[config.mk]
export PLATFORM = sky130hd
export DESIGN_NAME = bist_frame_monitor
export DESIGN_NICKNAME = d
export VERILOG_FILES = /design/src/rtl/bist_mon_pkg.sv /design/src/rtl/bist_frame_cmp.sv /design/src/rtl/bist_err_counter.sv /design/src/rtl/bist_pass_shaper.sv /design/src/rtl/bist_clk_select.sv /design/src/rtl/bist_frame_monitor.sv
export SDC_FILE = /design/constraint.sdc
export NUM_CORES = 1
export LEC_CHECK = 0
export ABC_AREA = 0
export ABC_CLOCK_PERIOD_IN_PS = 5780
export BUFFER_PORTS_ARGS = -buffer_cell sky130_fd_sc_hd__buf_2
export CAP_MARGIN = 10
export CORE_MARGIN = 3
export CORE_UTILIZATION = 61
export DETAILED_ROUTE_END_ITERATION = 8
export PLACE_DENSITY = 0.95
export SLEW_MARGIN = 20
export SYNTH_ARGS = -nofsm -noshare
export SYNTH_HDL_FRONTEND = slang
export SYNTH_SLANG_ARGS = --single-unit
[constraint.sdc]
create_clock -name clk -period 5.78 [get_ports clk]
set_input_delay 1.445 -clock clk [delete_from_list [all_inputs] [get_ports clk]]
set_output_delay 1.445 -clock clk [all_outputs]
set_load 0.02 [all_outputs]
[src/rtl/bist_mon_pkg.sv]
package bist_mon_pkg;

  typedef enum logic [1:0] {
    SRC_EXT  = 2'd0,
    SRC_50M  = 2'd1,
    SRC_25M  = 2'd2,
    SRC_12M5 = 2'd3
  } clk_src_e;

  typedef enum logic [1:0] {
    PS_IDLE    = 2'd0,
    PS_RUN     = 2'd1,
    PS_VERDICT = 2'd2
  } pass_state_e;

  localparam logic [6:0] PRBS_SEED = 7'h5B;

  // one step of x^7 + x^6 + 1, output taken from the top bit
  function automatic logic [6:0] prbs7_next(input logic [6:0] s);
    return {s[5:0], s[6] ^ s[5]};
  endfunction

endpackage

[src/rtl/bist_frame_cmp.sv]
module bist_frame_cmp
  import bist_mon_pkg::*;
#(
  parameter int DATA_W = 8
) (
  input  logic              clk,
  input  logic              rst_n,
  input  logic              restart,
  input  logic              beat_take,
  input  logic [DATA_W-1:0] beat_data,
  input  logic              beat_last,
  output logic              frame_bad
);

  logic [6:0]        lfsr_q;
  logic [6:0]        lfsr_adv;
  logic [DATA_W-1:0] ref_word;
  logic              acc_q;
  logic              beat_bad;

  always_comb begin
    logic [6:0] s;
    s = lfsr_q;
    for (int i = 0; i < DATA_W; i++) begin
      ref_word[i] = s[6];
      s = prbs7_next(s);
    end
    lfsr_adv = s;
  end

  assign beat_bad = (beat_data != ref_word);

  always_ff @(posedge clk or negedge rst_n) begin
    if (!rst_n) begin
      lfsr_q    <= PRBS_SEED;
      acc_q     <= 1'b0;
      frame_bad <= 1'b0;
    end else begin
      frame_bad <= 1'b0;
      if (restart) begin
        lfsr_q <= PRBS_SEED;
        acc_q  <= 1'b0;
      end else if (beat_take) begin
        if (beat_last) begin
          frame_bad <= acc_q | beat_bad;
          acc_q     <= 1'b0;
          lfsr_q    <= PRBS_SEED;
        end else begin
          acc_q  <= acc_q | beat_bad;
          lfsr_q <= lfsr_adv;
        end
      end
    end
  end

endmodule

[src/rtl/bist_err_counter.sv]
module bist_err_counter #(
  parameter int CNT_W = 8
) (
  input  logic             clk,
  input  logic             rst_n,
  input  logic             clear,
  input  logic             bump,
  output logic [CNT_W-1:0] count
);

  localparam logic [CNT_W-1:0] CNT_MAX = '1;

  always_ff @(posedge clk or negedge rst_n) begin
    if (!rst_n)                         count <= '0;
    else if (clear)                     count <= '0;
    else if (bump && count != CNT_MAX)  count <= count + 1'b1;
  end

endmodule

[src/rtl/bist_pass_shaper.sv]
module bist_pass_shaper
  import bist_mon_pkg::*;
#(
  parameter int LOW_CYC  = 2,
  parameter int HIGH_CYC = 2,
  parameter int VERD_CYC = 16,
  parameter int PEND_W   = 4
) (
  input  logic clk,
  input  logic rst_n,
  input  logic start,
  input  logic stop,
  input  logic err_evt,
  input  logic all_clean,
  output logic pass_o
);

  localparam int TMR_W = $clog2(LOW_CYC + HIGH_CYC + 1);
  localparam int VRD_W = $clog2(VERD_CYC + 1);
  localparam logic [TMR_W-1:0]  TMR_LOAD = TMR_W'(LOW_CYC + HIGH_CYC);
  localparam logic [TMR_W-1:0]  TMR_HIGH = TMR_W'(HIGH_CYC);
  localparam logic [PEND_W-1:0] PEND_MAX = '1;

  pass_state_e       st_q;
  logic [PEND_W-1:0] pend_q, pend_n;
  logic [TMR_W-1:0]  tmr_q;
  logic [VRD_W-1:0]  vcnt_q;
  logic              take;

  assign take = (tmr_q <= TMR_W'(1)) && ((pend_q != '0) || err_evt);

  always_comb begin
    logic [PEND_W:0] sum;
    sum = {1'b0, pend_q} + {{PEND_W{1'b0}}, err_evt};
    if (take) sum = sum - 1'b1;
    pend_n = (sum > {1'b0, PEND_MAX}) ? PEND_MAX : sum[PEND_W-1:0];
  end

  always_ff @(posedge clk or negedge rst_n) begin
    if (!rst_n) begin
      st_q   <= PS_IDLE;
      pend_q <= '0;
      tmr_q  <= '0;
      vcnt_q <= '0;
    end else if (start) begin
      st_q   <= PS_RUN;
      pend_q <= '0;
      tmr_q  <= '0;
    end else if (stop) begin
      st_q   <= PS_VERDICT;
      pend_q <= '0;
      tmr_q  <= '0;
      vcnt_q <= VRD_W'(VERD_CYC - 1);
    end else begin
      case (st_q)
        PS_RUN: begin
          pend_q <= pend_n;
          if (take)              tmr_q <= TMR_LOAD;
          else if (tmr_q != '0)  tmr_q <= tmr_q - 1'b1;
        end
        PS_VERDICT: begin
          if (vcnt_q == '0) st_q <= PS_IDLE;
          else              vcnt_q <= vcnt_q - 1'b1;
        end
        default: ;
      endcase
    end
  end

  always_comb begin
    case (st_q)
      PS_RUN:     pass_o = !(tmr_q > TMR_HIGH);
      PS_VERDICT: pass_o = all_clean;
      default:    pass_o = 1'b0;
    endcase
  end

endmodule

[src/rtl/bist_clk_select.sv]
module bist_clk_select
  import bist_mon_pkg::*;
(
  input  logic       bist_en,
  input  logic       cfg_pin_mode,
  input  logic [1:0] pin_sel,
  input  logic [1:0] reg_sel,
  output logic [1:0] clk_src
);

  clk_src_e from_pin;

  always_comb begin
    case (pin_sel)
      2'b01:   from_pin = SRC_25M;
      2'b10:   from_pin = SRC_50M;
      2'b11:   from_pin = SRC_12M5;
      default: from_pin = SRC_EXT;
    endcase
    if (!bist_en)          clk_src = SRC_EXT;
    else if (cfg_pin_mode) clk_src = from_pin;
    else                   clk_src = reg_sel;
  end

endmodule

[src/rtl/bist_frame_monitor.sv]
module bist_frame_monitor
  import bist_mon_pkg::*;
#(
  parameter int DATA_W   = 8,
  parameter int CNT_W    = 8,
  parameter int LOW_CYC  = 2,
  parameter int HIGH_CYC = 2,
  parameter int VERD_CYC = 16,
  parameter int PEND_W   = 4
) (
  input  logic              clk,
  input  logic              rst_n,
  input  logic              bist_en,
  input  logic              rx_lock,
  input  logic              cfg_pin_mode,
  input  logic [1:0]        pin_sel,
  input  logic [1:0]        reg_sel,
  input  logic              rx_valid,
  input  logic [DATA_W-1:0] rx_data,
  input  logic              rx_last,
  output logic              rx_ready,
  output logic              bist_active,
  output logic              pass_o,
  output logic [CNT_W-1:0]  err_count,
  output logic [1:0]        clk_src
);

  logic sess_q;
  logic start, stop, take_beat, frame_bad;

  assign start       = bist_en && rx_lock && !sess_q;
  assign stop        = sess_q && !bist_en;
  assign rx_ready    = sess_q && bist_en && rx_lock;
  assign take_beat   = rx_valid && rx_ready;
  assign bist_active = sess_q;

  always_ff @(posedge clk or negedge rst_n) begin
    if (!rst_n)     sess_q <= 1'b0;
    else if (start) sess_q <= 1'b1;
    else if (stop)  sess_q <= 1'b0;
  end

  bist_frame_cmp #(.DATA_W(DATA_W)) u_cmp (
    .clk(clk), .rst_n(rst_n), .restart(start), .beat_take(take_beat),
    .beat_data(rx_data), .beat_last(rx_last), .frame_bad(frame_bad)
  );

  bist_err_counter #(.CNT_W(CNT_W)) u_cnt (
    .clk(clk), .rst_n(rst_n), .clear(start), .bump(frame_bad), .count(err_count)
  );

  bist_pass_shaper #(
    .LOW_CYC(LOW_CYC), .HIGH_CYC(HIGH_CYC), .VERD_CYC(VERD_CYC), .PEND_W(PEND_W)
  ) u_pass (
    .clk(clk), .rst_n(rst_n), .start(start), .stop(stop), .err_evt(frame_bad),
    .all_clean(err_count == '0), .pass_o(pass_o)
  );

  bist_clk_select u_sel (
    .bist_en(bist_en), .cfg_pin_mode(cfg_pin_mode), .pin_sel(pin_sel),
    .reg_sel(reg_sel), .clk_src(clk_src)
  );

endmodule

* After elaboration in Yosys (flattened, before gate mapping)
Cells that the tools add are included.
** Cells by class
- Add/sub/neg operators :: 5
- $mul :: 0
- Divide/modulo/power cells :: 0
- Order comparisons :: 3
- Equality and inequality tests :: 8
- Shift operators :: 0
- Muxes and demuxes :: 34
- Bitwise gates (word level) :: 10
- Reductions and logical operators :: 27
** Operators with widths (count)
- $mux 7 :: 3
- $mux 5 :: 4
- $mux 4 :: 4
- $mux 8 :: 2
- $mux 3 :: 5
- $mux 2 :: 6
- $reduce_bool 3->1 :: 4
- $sub 5x1->5 const B :: 2
- $add 8x1->8 const B :: 1
- $logic_and 1x1->1 :: 8
- $logic_not 8->1 :: 1
- $mux 1 :: 8
- $ne 8x8->1 :: 1
- $ne 8x8->1 const B :: 1
- $reduce_bool 2->1 :: 4
- $reduce_bool 4->1 :: 2
- $xor 1x1->1 :: 8
- $eq 2x2->1 const B :: 3
- $pmux 2 s3 :: 1
- $add 4x1->5 :: 1
- $gt 5x4->1 const B :: 1
- $logic_not 5->1 :: 1
- $eq 2x1->1 const B :: 2
- $reduce_and 2->1 :: 2
- other kinds (10) :: 12
** Storage, ports and cells
- Register bits :: 32
- Bits in latches :: 0
- RAM bits :: 0
- Memory bits (read-only) :: 0
- Input port bits :: 19
- Output and inout port bits :: 13
- Logic and storage cells :: 96
- Memories kept :: 0

* Logic depth before layout (Yosys ltp)
- Word-level depth :: 9
- Depth in mapped cells :: 9
- Mapped depth without buffers :: 8

* Modules after synthesis
A second synthesis with hierarchy kept.
** Unflattened totals
- Cell total of the unflattened synthesis :: 243
- Area total of the unflattened synthesis :: 2247.2 µm²
** By module, submodules not included
- bist_pass_shaper :: times used 1, cells each 128, area an instance 1132.3 µm², seq. area each 350.3 µm²
- bist_frame_cmp :: times used 1, cells each 52, area an instance 540.5 µm², seq. area each 231.5 µm²
- bist_err_counter :: times used 1, cells each 49, area an instance 464.2 µm², seq. area each 200.2 µm²
- bist_frame_monitor :: times used 1, cells each 10, area an instance 77.6 µm², seq. area each 25.0 µm²
- bist_clk_select :: times used 1, cells each 4, area an instance 32.5 µm², seq. area each 0.0 µm²

* Least setup slack after synthesis
Ideal clock, no wire load.
- Path type :: in2out
- Start :: input port cfg_pin_mode
- End :: output port clk_src[0]
- Data arrival time :: 1.859 ns
- Data required time :: 4.335 ns
- Path slack :: 2.476 ns
- Stages on the path :: 2
- Buffers on the path :: 0
- Path through :: mux2i_1 nor2b_1
** On the way
- Cells in the longest elaborated chain, start to end :: 2
** RTL lines
- from (decl) :: line bist_frame_monitor.sv:15 : input logic cfg_pin_mode,
- $mux 2 :: line bist_clk_select.sv:21 : else if (cfg_pin_mode) clk_src = from_pin;
- $mux 2 :: line bist_clk_select.sv:20 : if (!bist_en) clk_src = SRC_EXT;
- to (decl) :: line bist_frame_monitor.sv:25 : output logic [1:0] clk_src
Every way passes these cells.

* Worst setup path after layout
- Start :: input port cfg_pin_mode
- End :: output port clk_src[1]
Same word-level chain as after synthesis.

==> metrics <==
Max-Cap Viols=0; Die Ht=64.09 microns; startpoint types=primary input; final slew viol count=0; vias per cell=5.688; post-cts resize count=0; RSZ-0062 raised after global routing=false; Yosys top cell by area=dfrtp_1; RR Endpoint=u_pass.pend_q[2]$_DFFE_PN0P_; R2R Setup Slk=3340 ps; Final Non-Filler Cells=301; root buffer cell=clkbuf_4; worst hold slack=530.9 ps; Reg power frac=40.5%; Post-Place Cells=293; ys flop type=dfrtp_1; DP HPWL=3.147 mm; Post-Place Setup Slack=2370 ps; Row Count=20; PortBufs=31; most common cell after layout, fill and taps aside=buf_2; Post-CTS Hold Fix Bufs=0; switching part of the total=40.17%; Pleak=1.056 nW; worst setup margin=2373 ps; Seq cells post-synth=32; first-pass GRT wire length=7.659 mm; Max Freq=293.6 MHz; CP Max Fanout=2; Worst Tran Pin Value=891.8 ps; yosys warns=0; average wire per standard cell=14.31 microns; setup bufs post-CTS=0; combinational power share=41.4%; synthesized instance count=223; share of layout cells above drive strength 1=19.46%; commonest cells after routing, fill and taps aside=buf_2 (31), dfrtp_1 (27), nand2_1 (26), nor2_1 (22), inv_1 (15); Critical Path Max Stage Delay=190 ps; P_sw=303.8 uW; nets=289; CP arrival=1960 ps; GRT Overall Usage=24.19%; # setup viols final=0; worst setup path startpoint=cfg_pin_mode; Crit-path slowest cell=mux2i_1; routability cong.=0.8416; worst-skew pair later-pin latency=340 ps; Post-Syn Area per Cell=9.230 sq um; CP endpoint=clk_src[1]; Remaining DRCs=0; crit path cell chain=buf_2 > mux2i_1 > nor2b_1 > buf_2; largest net degree at the start of global routing=33; clock transition at the registers of the reported paths=100 ps; syn nets=256; Synth Cell Area=2058 sq um; Worst Setup End Kind=primary output; clock buffer depth=2; Inserted Clock Buffers=5; worst vdd rail ir drop=0.2033 mV; # IOs=32; post-route setup TNS=0 ps; Int Power=452.5 uW; vias in the first global route=1761; async set-or-reset flop fraction in the synthesized netlist=100.0%; largest cells by area after synthesis=dfrtp_1 (33%), ha_1 (8.5%), dfstp_2 (6.4%), xnor2_1 (6.0%), xor2_1 (5.5%); H-tree depth=2; post-synth top area share=32.83%; pwr dens=328.7 nW/um^2; Worst EP required=4340 ps; min-delay worst type=reg -> reg; antenna violations before repair=0; library cells used by synthesis=44; first-pass iteration count of the detailed router=4; clock sink count=32; core area=3128 sq um; routed via count=1712; status=complete, no violations; Die Wd=64.09 microns; fin crit period=3407 ps; GR Overflow Total=0; Reg2Reg Launch Point=u_cmp.frame_bad$_DFF_PN0_; number of flops mapped to enable cells by yosys=0; Final Cycle Share=58.94%; Clock Skews=8.635 ps; sequential area share after synthesis=39.21%; Iter 0 DRT Violations=121; Hold Fails Final Rpt=0; post-route ant nets=0; most frequent CP cell=buf_2; CTS tree=yes; Setup CP Type=in -> out; drt total wl=4.307 mm; die area=4107 sq um; Area Growth Syn to Fin=11.79%; Clock power frac=18.0%; Initial Util=65.80%; worst relative slew slack=40.04%; worst hold stages=2; Inserted Diodes=0; R2R cell count=8
## power by group through the flow
| stage | clock network, mW | logic [mW] | registers (mW) |
|---|---|---|---|
| 2_1_floorplan | 0 | 0.267 | 0.296 |
| 3_3_place_gp | 0 | 0.296 | 0.306 |
| 3_5_place_dp | 0 | 0.308 | 0.309 |
| 4_1_cts | 0.141 | 0.314 | 0.305 |
| 5_1_grt | 0.154 | 0.358 | 0.314 |
| 6_report | 0.136 | 0.313 | 0.306 |
## kinds of logic after synthesis
group | count (synthesis) | share of synthesized area (%)
mux | 4 | 1.945
compound gates | 37 | 13.07
fa+ha+maj | 14 | 8.511
flops | 32 | 39.21
buf+inv | 20 | 4.133
xor+xnor | 27 | 11.49
simple gates | 89 | 21.64
## per-stage QoR
stage	cell area, sq um	utilization [%]	total power, mW
5_1_grt	2301	73.56	0.8256
2_1_floorplan	2058	-	0.5634
3_3_place_gp	2240	71.60	0.6018
3_5_place_dp	2240	71.60	0.6171
6_report	2301	73.56	0.7563
4_1_cts	2301	73.56	0.7600
## flip-flops by register name, summed over array words and instances, names as in the netlist
| name | count |
|---|---|
| u_cnt.count | 8 |
| u_cmp.lfsr_q | 7 |
| u_pass.vcnt_q | 5 |
| u_pass.pend_q | 4 |
| u_pass.tmr_q | 3 |
| u_pass.st_q | 2 |
| bist_active | 1 |
| u_cmp.acc_q | 1 |
| u_cmp.frame_bad | 1 |
## worst min-delay path by stage
stage / from / to / slack [ps]
3_3_place_gp: u_pass.st_q[1]$_DFFE_PN0P_ / u_pass.st_q[1]$_DFFE_PN0P_ / 490
2_1_floorplan: u_pass.st_q[1]$_DFFE_PN0P_ / u_pass.st_q[1]$_DFFE_PN0P_ / 470
3_5_place_dp: u_pass.st_q[0]$_DFFE_PN0P_ / u_pass.st_q[0]$_DFFE_PN0P_ / 510
4_1_cts: u_pass.st_q[0]$_DFFE_PN0P_ / u_pass.st_q[0]$_DFFE_PN0P_ / 530
6_report: u_pass.st_q[1]$_DFFE_PN0P_ / u_pass.st_q[1]$_DFFE_PN0P_ / 530
5_1_grt: u_cmp.acc_q$_DFFE_PN0P_ / u_cmp.acc_q$_DFFE_PN0P_ / 570
## cell type report
type | instances | area (sq um)
multi-input cells | 171 | 1166
fillers | 219 | 827.0
flip-flops and latches | 32 | 807.0
clock buffers | 6 | 51.30
inverters | 15 | 56.30
well taps | 44 | 55.05
clock inverters | 2 | 10.01
repair buffers | 31 | 155.1
## metal layers
metal / GRT usage (%) / wire length [microns]
met1: 30.20 / 1866
met2: 38.97 / 2097
met3: 5.800 / 231
met4: 12.13 / 111
met5: 0 / 0
## critical path, delay by kind of cell
family	cells	cell delay [ps]
buffers and inverters	2	260
muxes	1	190
and+or+nand+nor	1	60
## synthesized netlist by cell type, types with 3 or more instances
cell,count
dfrtp_1,27
nand2_1,26
nor2_1,22
inv_1,15
ha_1,14
xnor2_1,14
xor2_1,13
a21oi_1,11
nand3_1,8
o21ai_0,8
nor3_1,6
nor4_1,6
dfstp_2,5
mux2i_1,4
a22o_1,3
a31oi_1,3
nor2b_1,3
Power figures use the tool's default switching activity.
